## src/rtl/tmr16_pkg.sv

```systemverilog
// Shared definitions for the buffered 16-bit timer/counter.
// Assumes a bus of at least 8 bits; control bit positions are fixed.
package tmr16_pkg;

    localparam int PS_W = 2;

    typedef enum logic [1:0] {
        ADR_CTRL = 2'd0,
        ADR_LO   = 2'd1,
        ADR_HI   = 2'd2,
        ADR_NONE = 2'd3
    } adr_e;

    localparam int B_RUN   = 0;
    localparam int B_EXT   = 1;
    localparam int B_ASYNC = 2;
    localparam int B_PS_LO = 3;
    localparam int B_WIDE  = 6;
    localparam int B_FLAG  = 7;

    typedef struct packed {
        logic            wide;
        logic [PS_W-1:0] ps;
        logic            async_en;
        logic            ext_sel;
        logic            run;
    } ctrl_t;

endpackage

```

## src/rtl/tmr16_tick_src.sv

```systemverilog
// Count source selection. It produces a one-cycle tick from either the
// internal instruction divider or the external input. The external input
// goes through a two-flop synchronizer plus edge detector, or, on the
// unsynchronized path, through a single-flop edge detector.
// Assumes: external pulses are at least one system clock high and low.
module tmr16_tick_src #(
    parameter int INSTR_DIV = 4
) (
    input  logic clk,
    input  logic rst_n,
    input  logic ext_in,
    input  logic ext_sel,
    input  logic async_en,
    output logic tick
);
    logic instr_tick;
    logic s_meta, s_stab, s_prev, a_prev;
    logic edge_sync, edge_async;

    generate
        if (INSTR_DIV > 1) begin : g_div
            localparam int DW = $clog2(INSTR_DIV);
            logic [DW-1:0] div_q;
            assign instr_tick = (div_q == DW'(INSTR_DIV - 1));
            // Free-running instruction-cycle divider.
            always_ff @(posedge clk) begin
                if (!rst_n)          div_q <= '0;
                else if (instr_tick) div_q <= '0;
                else                 div_q <= div_q + 1'b1;
            end
        end else begin : g_nodiv
            assign instr_tick = 1'b1;
        end
    endgenerate

    // Two-flop synchronizer plus edge-history flops for both external paths.
    always_ff @(posedge clk) begin
        if (!rst_n) begin
            s_meta <= 1'b0;
            s_stab <= 1'b0;
            s_prev <= 1'b0;
            a_prev <= 1'b0;
        end else begin
            s_meta <= ext_in;
            s_stab <= s_meta;
            s_prev <= s_stab;
            a_prev <= ext_in;
        end
    end

    assign edge_sync  = s_stab & ~s_prev;
    assign edge_async = ext_in & ~a_prev;

    // Select the active source.
    always_comb begin
        if (!ext_sel)      tick = instr_tick;
        else if (async_en) tick = edge_async;
        else               tick = edge_sync;
    end
endmodule

```

## src/rtl/tmr16_prescale.sv

```systemverilog
// Prescaler: passes one of every 2**ps enabled ticks. A clear restarts the
// internal count and suppresses any pulse in the same cycle.
// Assumes: ticks are single-cycle pulses.
module tmr16_prescale #(
    parameter int PS_W = 2
) (
    input  logic            clk,
    input  logic            rst_n,
    input  logic            en,
    input  logic            clr,
    input  logic [PS_W-1:0] ps,
    input  logic            tick,
    output logic            pulse
);
    localparam int CW = (1 << PS_W) - 1;

    logic [CW-1:0] cnt_q;
    logic [CW-1:0] mask;
    logic          hit;

    // Terminal-count mask: low ps bits set.
    always_comb begin
        mask = '0;
        for (int i = 0; i < CW; i++) begin
            if (i < int'(ps)) mask[i] = 1'b1;
        end
    end

    assign hit   = tick & en & ~clr;
    assign pulse = hit & ((cnt_q & mask) == mask);

    // Division counter, restarted by clr or after each output pulse.
    always_ff @(posedge clk) begin
        if (!rst_n)   cnt_q <= '0;
        else if (clr) cnt_q <= '0;
        else if (hit) cnt_q <= pulse ? '0 : cnt_q + 1'b1;
    end
endmodule

```

## src/rtl/tmr16_core.sv

```systemverilog
// Register core: control register, the 2*BUS_W count, the high-byte buffer
// for atomic access and the sticky overflow flag. Priority on the count:
// special-event clear, then bus write, then increment.
// Assumes BUS_W >= 8 so that every control bit has a home.
module tmr16_core #(
    parameter int BUS_W = 8
) (
    input  logic                          clk,
    input  logic                          rst_n,
    input  logic                          bus_wr,
    input  logic                          bus_rd,
    input  logic [1:0]                    bus_addr,
    input  logic [BUS_W-1:0]              bus_wdata,
    input  logic                          evt_clear,
    input  logic                          inc,
    output logic [BUS_W-1:0]              bus_rdata,
    output logic [2*BUS_W-1:0]            cnt_q,
    output logic                          ovf_q,
    output tmr16_pkg::ctrl_t              ctrl_q
);
    import tmr16_pkg::*;

    localparam int CNT_W = 2 * BUS_W;

    logic [BUS_W-1:0] hi_buf_q;
    logic wr_ctrl, wr_lo, wr_hi, rd_lo;
    logic cnt_written, wrap;

    assign wr_ctrl = bus_wr && (bus_addr == ADR_CTRL);
    assign wr_lo   = bus_wr && (bus_addr == ADR_LO);
    assign wr_hi   = bus_wr && (bus_addr == ADR_HI);
    assign rd_lo   = bus_rd && (bus_addr == ADR_LO);

    assign cnt_written = wr_lo || (wr_hi && !ctrl_q.wide);
    assign wrap        = inc && !evt_clear && !cnt_written && (cnt_q == '1);

    // Control register fields.
    always_ff @(posedge clk) begin
        if (!rst_n) begin
            ctrl_q <= '0;
        end else if (wr_ctrl) begin
            ctrl_q.run      <= bus_wdata[B_RUN];
            ctrl_q.ext_sel  <= bus_wdata[B_EXT];
            ctrl_q.async_en <= bus_wdata[B_ASYNC];
            ctrl_q.ps       <= bus_wdata[B_PS_LO +: PS_W];
            ctrl_q.wide     <= bus_wdata[B_WIDE];
        end
    end

    // Main count with clear, write and increment.
    always_ff @(posedge clk) begin
        if (!rst_n)
            cnt_q <= '0;
        else if (evt_clear)
            cnt_q <= '0;
        else if (wr_lo)
            cnt_q <= ctrl_q.wide ? {hi_buf_q, bus_wdata} : {cnt_q[CNT_W-1:BUS_W], bus_wdata};
        else if (wr_hi && !ctrl_q.wide)
            cnt_q <= {bus_wdata, cnt_q[BUS_W-1:0]};
        else if (inc)
            cnt_q <= cnt_q + 1'b1;
    end

    // High-byte buffer shared by buffered reads and writes.
    always_ff @(posedge clk) begin
        if (!rst_n)                      hi_buf_q <= '0;
        else if (wr_hi && ctrl_q.wide)   hi_buf_q <= bus_wdata;
        else if (rd_lo && ctrl_q.wide)   hi_buf_q <= cnt_q[CNT_W-1:BUS_W];
    end

    // Sticky overflow flag: set on wrap, cleared by control write with bit 7 low.
    always_ff @(posedge clk) begin
        if (!rst_n)                          ovf_q <= 1'b0;
        else if (wrap)                       ovf_q <= 1'b1;
        else if (wr_ctrl && !bus_wdata[B_FLAG]) ovf_q <= 1'b0;
    end

    // Read data multiplexer.
    always_comb begin
        bus_rdata = '0;
        unique case (bus_addr)
            ADR_CTRL: begin
                bus_rdata[B_RUN]            = ctrl_q.run;
                bus_rdata[B_EXT]            = ctrl_q.ext_sel;
                bus_rdata[B_ASYNC]          = ctrl_q.async_en;
                bus_rdata[B_PS_LO +: PS_W]  = ctrl_q.ps;
                bus_rdata[B_WIDE]           = ctrl_q.wide;
                bus_rdata[B_FLAG]           = ovf_q;
            end
            ADR_LO:   bus_rdata = cnt_q[BUS_W-1:0];
            ADR_HI:   bus_rdata = ctrl_q.wide ? hi_buf_q : cnt_q[CNT_W-1:BUS_W];
            default:  bus_rdata = '0;
        endcase
    end
endmodule

```

## src/rtl/tmr16_unit.sv

```systemverilog
// Top of the buffered timer/counter: source select, prescaler and register
// core. Any bus write to a defined register restarts the prescaler.
// Assumes all inputs except ext_clk_in are synchronous to clk.
module tmr16_unit #(
    parameter int BUS_W     = 8,
    parameter int INSTR_DIV = 4
) (
    input  logic             clk,
    input  logic             rst_n,
    input  logic             bus_wr,
    input  logic             bus_rd,
    input  logic [1:0]       bus_addr,
    input  logic [BUS_W-1:0] bus_wdata,
    output logic [BUS_W-1:0] bus_rdata,
    input  logic             ext_clk_in,
    input  logic             evt_clear,
    output logic             ovf_flag
);
    import tmr16_pkg::*;

    localparam int CNT_W = 2 * BUS_W;

    ctrl_t            ctrl_q;
    logic [CNT_W-1:0] cnt_q;
    logic             ovf_q;
    logic             run_q, wide_q;
    logic             src_tick, inc_pulse, psc_clr;

    assign run_q    = ctrl_q.run;
    assign wide_q   = ctrl_q.wide;
    assign psc_clr  = bus_wr && (bus_addr != ADR_NONE);
    assign ovf_flag = ovf_q;

    tmr16_tick_src #(.INSTR_DIV(INSTR_DIV)) u_src (
        .clk      (clk),
        .rst_n    (rst_n),
        .ext_in   (ext_clk_in),
        .ext_sel  (ctrl_q.ext_sel),
        .async_en (ctrl_q.async_en),
        .tick     (src_tick)
    );

    tmr16_prescale #(.PS_W(PS_W)) u_psc (
        .clk   (clk),
        .rst_n (rst_n),
        .en    (run_q),
        .clr   (psc_clr),
        .ps    (ctrl_q.ps),
        .tick  (src_tick),
        .pulse (inc_pulse)
    );

    tmr16_core #(.BUS_W(BUS_W)) u_core (
        .clk       (clk),
        .rst_n     (rst_n),
        .bus_wr    (bus_wr),
        .bus_rd    (bus_rd),
        .bus_addr  (bus_addr),
        .bus_wdata (bus_wdata),
        .evt_clear (evt_clear),
        .inc       (inc_pulse),
        .bus_rdata (bus_rdata),
        .cnt_q     (cnt_q),
        .ovf_q     (ovf_q),
        .ctrl_q    (ctrl_q)
    );
endmodule

```

## config.mk

```make
export PLATFORM = sky130hd
export DESIGN_NAME = tmr16_unit
export DESIGN_NICKNAME = d
export VERILOG_FILES = /design/src/rtl/tmr16_pkg.sv /design/src/rtl/tmr16_tick_src.sv /design/src/rtl/tmr16_prescale.sv /design/src/rtl/tmr16_core.sv /design/src/rtl/tmr16_unit.sv
export SDC_FILE = /design/constraint.sdc
export NUM_CORES = 1
export LEC_CHECK = 0
export ABC_AREA = 0
export BUFFER_PORTS_ARGS = -buffer_cell sky130_fd_sc_hd__buf_2
export CAP_MARGIN = 20
export CELL_PAD_IN_SITES_DETAIL_PLACEMENT = 1
export CELL_PAD_IN_SITES_GLOBAL_PLACEMENT = 1
export CORE_UTILIZATION = 44
export DETAILED_ROUTE_END_ITERATION = 12
export PLACE_DENSITY = 0.8
export SLEW_MARGIN = 40
export SYNTH_ARGS = -nofsm -noshare
export SYNTH_HDL_FRONTEND = slang
export SYNTH_SLANG_ARGS = --single-unit
```

## constraint.sdc

```tcl
create_clock -name clk -period 2.6 [get_ports clk]
set_clock_uncertainty 0.05 [all_clocks]
set_input_delay 0 -clock clk [delete_from_list [all_inputs] [get_ports clk]]
set_output_delay 0 -clock clk [all_outputs]
set_load 0.02 [all_outputs]
```

Word-level counts from Yosys, hierarchy flattened
Cells that the tools add are included.

Bits in registers: 39. Input bits: 16. Output and inout bits: 9. Word-level logic and storage cells: 83.

$add $sub $neg: 3. $lt $le $gt $ge: 3. Equal/unequal tests: 8. Muxes and demuxes: 18. Bitwise logic cells: 10. Reductions and logical operators: 27.

Operators with widths (number): 16-bit two-way mux (4); 8-bit two-way mux (3); 16-bit by 1-bit adder with 16-bit output (second input constant) (1); 16-bit == test (second input constant) (1); 5-bit case mux with 3 select lines (1); 1-bit logical AND (12); 1-bit two-way mux (7); 2-bit case mux with 3 select lines (1); 2-bit nonzero test (3); 2-bit OR reduction (3); 1-bit bitwise AND (5); 2-bit == test (second input constant) (2); 1-bit logical NOT (4); 1-bit by 2-bit < comparator with 1-bit output (first input constant) (2); 2-bit by 1-bit inequality test with 1-bit output (second input constant) (2); 1-bit NOT (4); 2-bit AND reduction (2); 3-bit by 1-bit adder with 3-bit output (second input constant) (1); 3-bit bitwise AND (1); 3-bit == test (1); 3-bit two-way mux (1); 3-bit nonzero test (1); 2-bit by 1-bit adder with 2-bit output (second input constant) (1); 2-bit by 1-bit == test with 1-bit output (second input constant) (1); 5 further kinds (5).

Logic depth before layout (Yosys ltp)
Depth after elaboration: 11. Gate-level depth with buffers: 10. Gate-level depth less buffers: 7.

By module
Synthesis repeated with hierarchy kept, for this count alone.

Cells, all modules: 310. Area, all modules: 2549.9 µm².

By module, submodules not included: tmr16_core (times used 1, cells each 272, area an instance 2172.1 µm², sequential area each 620.6 µm²); tmr16_prescale (times used 1, cells each 22, area an instance 192.7 µm², sequential area each 60.1 µm²); tmr16_tick_src (times used 1, cells each 15, area an instance 173.9 µm², sequential area each 100.1 µm²); tmr16_unit (times used 1, cells each 1, area an instance 11.3 µm², sequential area each 0.0 µm²).

Worst setup path before layout
OpenSTA, ideal clock, no wires.

Path kind: register to register. Start: reg u_src.g_div.div_q[0]. End: reg u_core.cnt_q[1]. Setup time: 122 ps. Arrival: 1660 ps. Data required time: 2428 ps. Slack: 768 ps. Stages on the path, launching flop included: 7. Path buffers: 0. Period minus slack after synthesis: 1832 ps. Path through: dfxtp_1 ha_1 o21ai_0 nor4_2 a31oi_1 and2_1 a221o_1.

Longest elaborated chain between the ends: 7.

Ends and longest elaborated chain: from (decl) (RTL line tmr16_tick_src.sv:23) `logic [DW-1:0] div_q;`; from (signal assigned) (RTL line tmr16_tick_src.sv:29) `else div_q <= div_q + 1'b1;`; 2-bit == test (RTL line tmr16_tick_src.sv:24) `assign instr_tick = (div_q == DW'(INSTR_DIV - 1));`; 1-bit two-way mux (RTL line tmr16_tick_src.sv:56) `if (!ext_sel) tick = instr_tick;`; 1-bit bitwise AND (2 in series) (RTL line tmr16_prescale.sv:29) `assign hit = tick & en & ~clr;`; 1-bit bitwise AND (RTL line tmr16_prescale.sv:30) `assign pulse = hit & ((cnt_q & mask) == mask);`; 2-bit nonzero test (no source line); 2-bit AND reduction (no source line); to (signal assigned) (RTL line tmr16_core.sv:57) `cnt_q <= ctrl_q.wide ? {hi_buf_q, bus_wdata} : {cnt_q[CNT_W-1:BUS_W], bus_wdata};`; to (signal assigned) (RTL line tmr16_core.sv:59) `cnt_q <= {bus_wdata, cnt_q[BUS_W-1:0]};`; to (signal assigned) (RTL line tmr16_core.sv:61) `cnt_q <= cnt_q + 1'b1;`; to (decl) (RTL line tmr16_core.sv:17) `output logic [2*BUS_W-1:0] cnt_q,`.

Every way passes these cells. A chain may end at the register's enable or synchronous reset.

Worst setup path after layout
Start: reg u_core.cnt_q[11]. End: reg u_core.ovf_q.

Longest elaborated chain between the ends: 3. Elaborated cells between the ends (all ways): 4. Those cells by class: 1 x eq/ne; 1 x mux; 2 x reduce/logical.

Ends and longest elaborated chain: 16-bit == test * (RTL line tmr16_core.sv:35) `assign wrap = inc && !evt_clear && !cnt_written && (cnt_q == '1);`; 1-bit logical AND * (RTL line tmr16_core.sv:35); 1-bit two-way mux or 2-bit nonzero test (tied branches); to (signal assigned) (RTL line tmr16_core.sv:73) `if (!rst_n) ovf_q <= 1'b0;`; to (signal assigned) (RTL line tmr16_core.sv:74) `else if (wrap) ovf_q <= 1'b1;`; to (signal assigned) (RTL line tmr16_core.sv:75) `else if (wr_ctrl && !bus_wdata[B_FLAG]) ovf_q <= 1'b0;`; to (decl) (RTL line tmr16_core.sv:18) `output logic ovf_q,`.

Mark *: on every way between the ends. The rest lies on a longest branch, timed or not.

==> reports/summary.md <==
The flow ran to the end, but the final reports show violations. The final reports fail on hold timing. The slowest library cell on the worst path is dfxtp_1.

The area fraction in compound gates after synthesis works out to 0.268. The min-delay analysis places its worst path in the category in -> reg. The run gives 0 as the number of inserted diodes.

The transition time at the pin with the least slew margin works out to 0.600 ns. The highest fanout seen on the critical path came out at 8. For the yosys synthesis warning count, the log shows 0.

Setup violations remaining at the end of the flow were counted as 0. Multiplexer share of the synthesized area: 0.0680. For the starting density of the core, the log shows 0.454.

For the worst setup path, the data required time is 2.80 ns. Once detailed placement completed, the half-perimeter wirelength came to 6200 um. The number of buffers and inverters on the critical path is 0. The post-placement cell count was 396; the pin count of the biggest net entering global routing was 24.

The first detailed-routing pass took 6 iterations. The clock transition at the register clock pins on the worst setup and hold paths after CTS is 0.09 ns, and the power consumption is 1230 uW. The fraction of synthesis flops using an asynchronous set or reset pin was 0; the maximum operating frequency was 470 MHz.

The total via count after detailed routing was 2,667. The run gives 310 as the synthesized netlist cell count. Top-area cell type share of the netlist area: 0.312. The number of top-level design ports was 25.

The area growth from synthesis to final layout is 14.6%. The CTS sink count is 39. The max-slew violation count was 0; the per-cell via count in the routed design was 6.47.

The run gives 0.596 as the remaining max-slew budget at the tightest pin. Clock tree root buffer cell: clkbuf_8. The final layout contains routed wiring with a total length of 8560 um. The floorplan step defined a die boundary enclosing 5990 um2.

By count the netlist is led by 39 x dfxtp_1, 39 x nand2_1, 22 x o21ai_0, 21 x a21oi_1, 20 x nand3_1. The number of global-route vias before repair came out at 2,617. The critical path goes through nand3_1, or2_1, or4b_1, or4_1, a21boi_1. The run gives 0.304 as the global-route usage over all layers.

The tools report the end point of the worst hold path as u_core.ctrl_q[2]. The capture point of the worst reg-to-reg path is u_core.ovf_q. Across the run, the number of max-cap violations was 0. Counting I/O delays and the setup requirement, the final critical path takes 2.13 ns. Post-synthesis area per instance: 8.07 um2. The share of the cycle needed by the critical path after routing came out at 0.819.

Most used flip-flop cell after synthesis: dfxtp_1. The origin of the worst min-delay path was bus_wdata[2]. The area share of fa/ha/maj cells after synthesis is 0.0350, and the cell depth of the worst min-delay path is 3.

Yosys mapped the design onto 60 distinct sky130hd cell types. After routing, the total negative slack on setup checks comes to 0 ns. Setup repair after global routing left no endpoint under its margin. The tools report the sequential area share after synthesis as 0.312. The run gives 2.33 ns as the data arrival time of the critical path.

For this run, the slowest stage of the critical path takes 0.52 ns. The overall die width came out at 77.4 um. The final worst hold slack is -0.000776 ns.

After synthesis, the cell types taking the most area are dfxtp_1 31%, nand2_1 5.9%, o21ai_0 4.4%. The synthesized-area fraction occupied by xor and xnor cells is 0.0210. The worst-case IR drop observed on VDD is 0.365 mV.

The number of antenna violations at the first check in global routing is 0, and the count of state elements after synthesis is 39. Post-synthesis simple-gate area fraction: 0.250. The H-tree was split into 2 levels. For the core occupancy in the finished layout, the log shows 0.521. The run gives 213 as the violation count after the first detailed-routing iteration. Cell type group with the largest total delay on the critical path: simple AND/OR/NAND/NOR gates. Dividing the detail-routed wire length by the instance count gives 20.8 um.

The classification of the worst setup path is reg -> reg. The tools report the core outline area as 5510 um2. The final layout contains 362 nets. TritonCTS built the clock tree.

The clock insertion delay at the later pin of the skew report is 0.31 ns, and the global-route wire length before repair is 13,800 um. The kind of start point of the critical path was a register. The beginning of the worst register-to-register path was u_core.cnt_q[11]. The finished layout holds 412 standard cells, fillers aside. Routability-driven placement finished with a final weighted congestion of 0.906. The tools report the kind of end point of the critical path as a register. The clock passes through at most 2 buffers. For this run, design rule violations remaining after detail routing come to 0. The ratio of cells with drive above 1 in the final layout was 0.165; the number of hold violations in the final report was 1. Counting flops with a built-in enable in the synthesized netlist gives 0.

Summed over all instances, the cell type with the most area after synthesis is dfxtp_1. The die boundary height was 77.4 um. The worst register-to-register path has a depth of 5.

The run gives 0 as the total congestion overflow. In this run the power density over the cells is 430 nW/um2. The initialized floorplan defines 27 standard-cell rows.

Summing every instance area after synthesis gives 2500 um2. The register-to-register setup slack was 0.47 ns; the leakage power was 0.00118 uW. The count of nets left with antenna violations once routing finished came out at 0. The largest family of logic cells by synthesized area is compound AO/OA/AOI/OAI gates. During placement, the flow inserted port buffers numbering 24. The number of nets produced by synthesis is 333, and the number of buffers created by CTS is 5. The number of setup buffers added after CTS is 0.
[power by group]
group	switching [uW]	internal (uW)
Clock	250	187
Sequential	15.2	611
Combinational	109	62.0
[worst register-to-register path, delay by kind of cell (launching register included)]
kind	cells	cell delay (ns)
AND/OR/NAND/NOR	4	1.36
flip-flops	1	0.52
AO/OA/AOI/OAI	1	0.15
[routing by layer]
metal	part of all wire	wire length, um	vias to the layer above	global-route usage
li1	-	-	1224	-
met1	0.43	3690	1289	0.409
met2	0.46	3900	138	0.472
met3	0.088	756	16	0.0553
met4	0.026	220	0	0.132
met5	0	0	-	0
[stage by stage]
step / instance area [um2] / setup slack [ns]
final: 2870 / 0.471
after global placement: 2690 / 0.443
after global routing: 2870 / 0.366
after floorplan: 2500 / 0.768
after detailed placement: 2700 / 0.473
after CTS: 2870 / 0.495
[how the worst max path moves through the flow]
stage	from	to	slack, ns	depth (start not counted)
global route	u_src.g_div.div_q[0]	u_core.cnt_q[13]	0.37	6
finish	u_core.cnt_q[11]	u_core.ovf_q	0.47	5
CTS	u_src.g_div.div_q[0]	u_core.cnt_q[13]	0.50	6
detailed placement	bus_addr[1]	u_core.ovf_q	0.47	8
floorplan	u_src.g_div.div_q[0]	u_core.cnt_q[1]	0.77	6
global placement	u_src.g_div.div_q[0]	u_core.cnt_q[13]	0.44	6
[timing repair]
item,in CTS,in global routing
setup endpoints to repair,0,0
hold endpoints to repair,11,0
resized for setup,0,0
hold buffers,8,0
[registers in the layout, summed over array words and instances (netlist names)]
name,count
u_core.hi_buf_q,8
u_src.s_stab,1
u_src.s_prev,1
u_psc.cnt_q,3
u_src.g_div.div_q,2
u_core.ctrl_q,6
u_core.ovf_q,1
u_core.cnt_q,16
u_src.s_meta,1
[cell type report]
cell class                      count  area, um2
Clock buffer                        5       68.8
Clock inverter                      3       20.0
Fill cell                         689       2640
Inverter                            7       26.3
Multi-Input combinational cell    245       1610
Sequential cell                    39        781
Tap cell                           72       90.1
Timing Repair Buffer               41        268
[cell usage in the layout, fill, tap and decap left out, types with 4 or more instances in the layout]
| master | count |
|---|---|
| nand2_1 | 39 |
| buf_2 | 24 |
| mux2i_1 | 8 |
| ha_1 | 7 |
| nand4_1 | 7 |
| buf_4 | 9 |
| inv_1 | 6 |
| dfxtp_1 | 39 |
| a222oi_1 | 7 |
| o21ai_0 | 22 |
| mux2_2 | 8 |
| nor2_1 | 15 |
| dlygate4sd3_1 | 8 |
| nor2b_1 | 5 |
| a211oi_1 | 5 |
| nor4_1 | 4 |
| xor2_1 | 6 |
| o211a_1 | 8 |
| a21boi_0 | 7 |
| a21oi_1 | 21 |
| clkbuf_8 | 5 |
| nand3_1 | 20 |
| and2_1 | 6 |
| nor3_1 | 4 |
[kinds of logic after synthesis]
| logic type | Yosys count |
|---|---|
| flip-flops | 39 |
| XOR/XNOR | 6 |
| adder cells (fa/ha/maj) | 7 |
| multiplexers | 16 |
| buffers and inverters | 26 |
| AND/OR/NAND/NOR | 120 |
| AO/OA/AOI/OAI | 96 |
No activity file was read; power rests on OpenSTA's default activity.
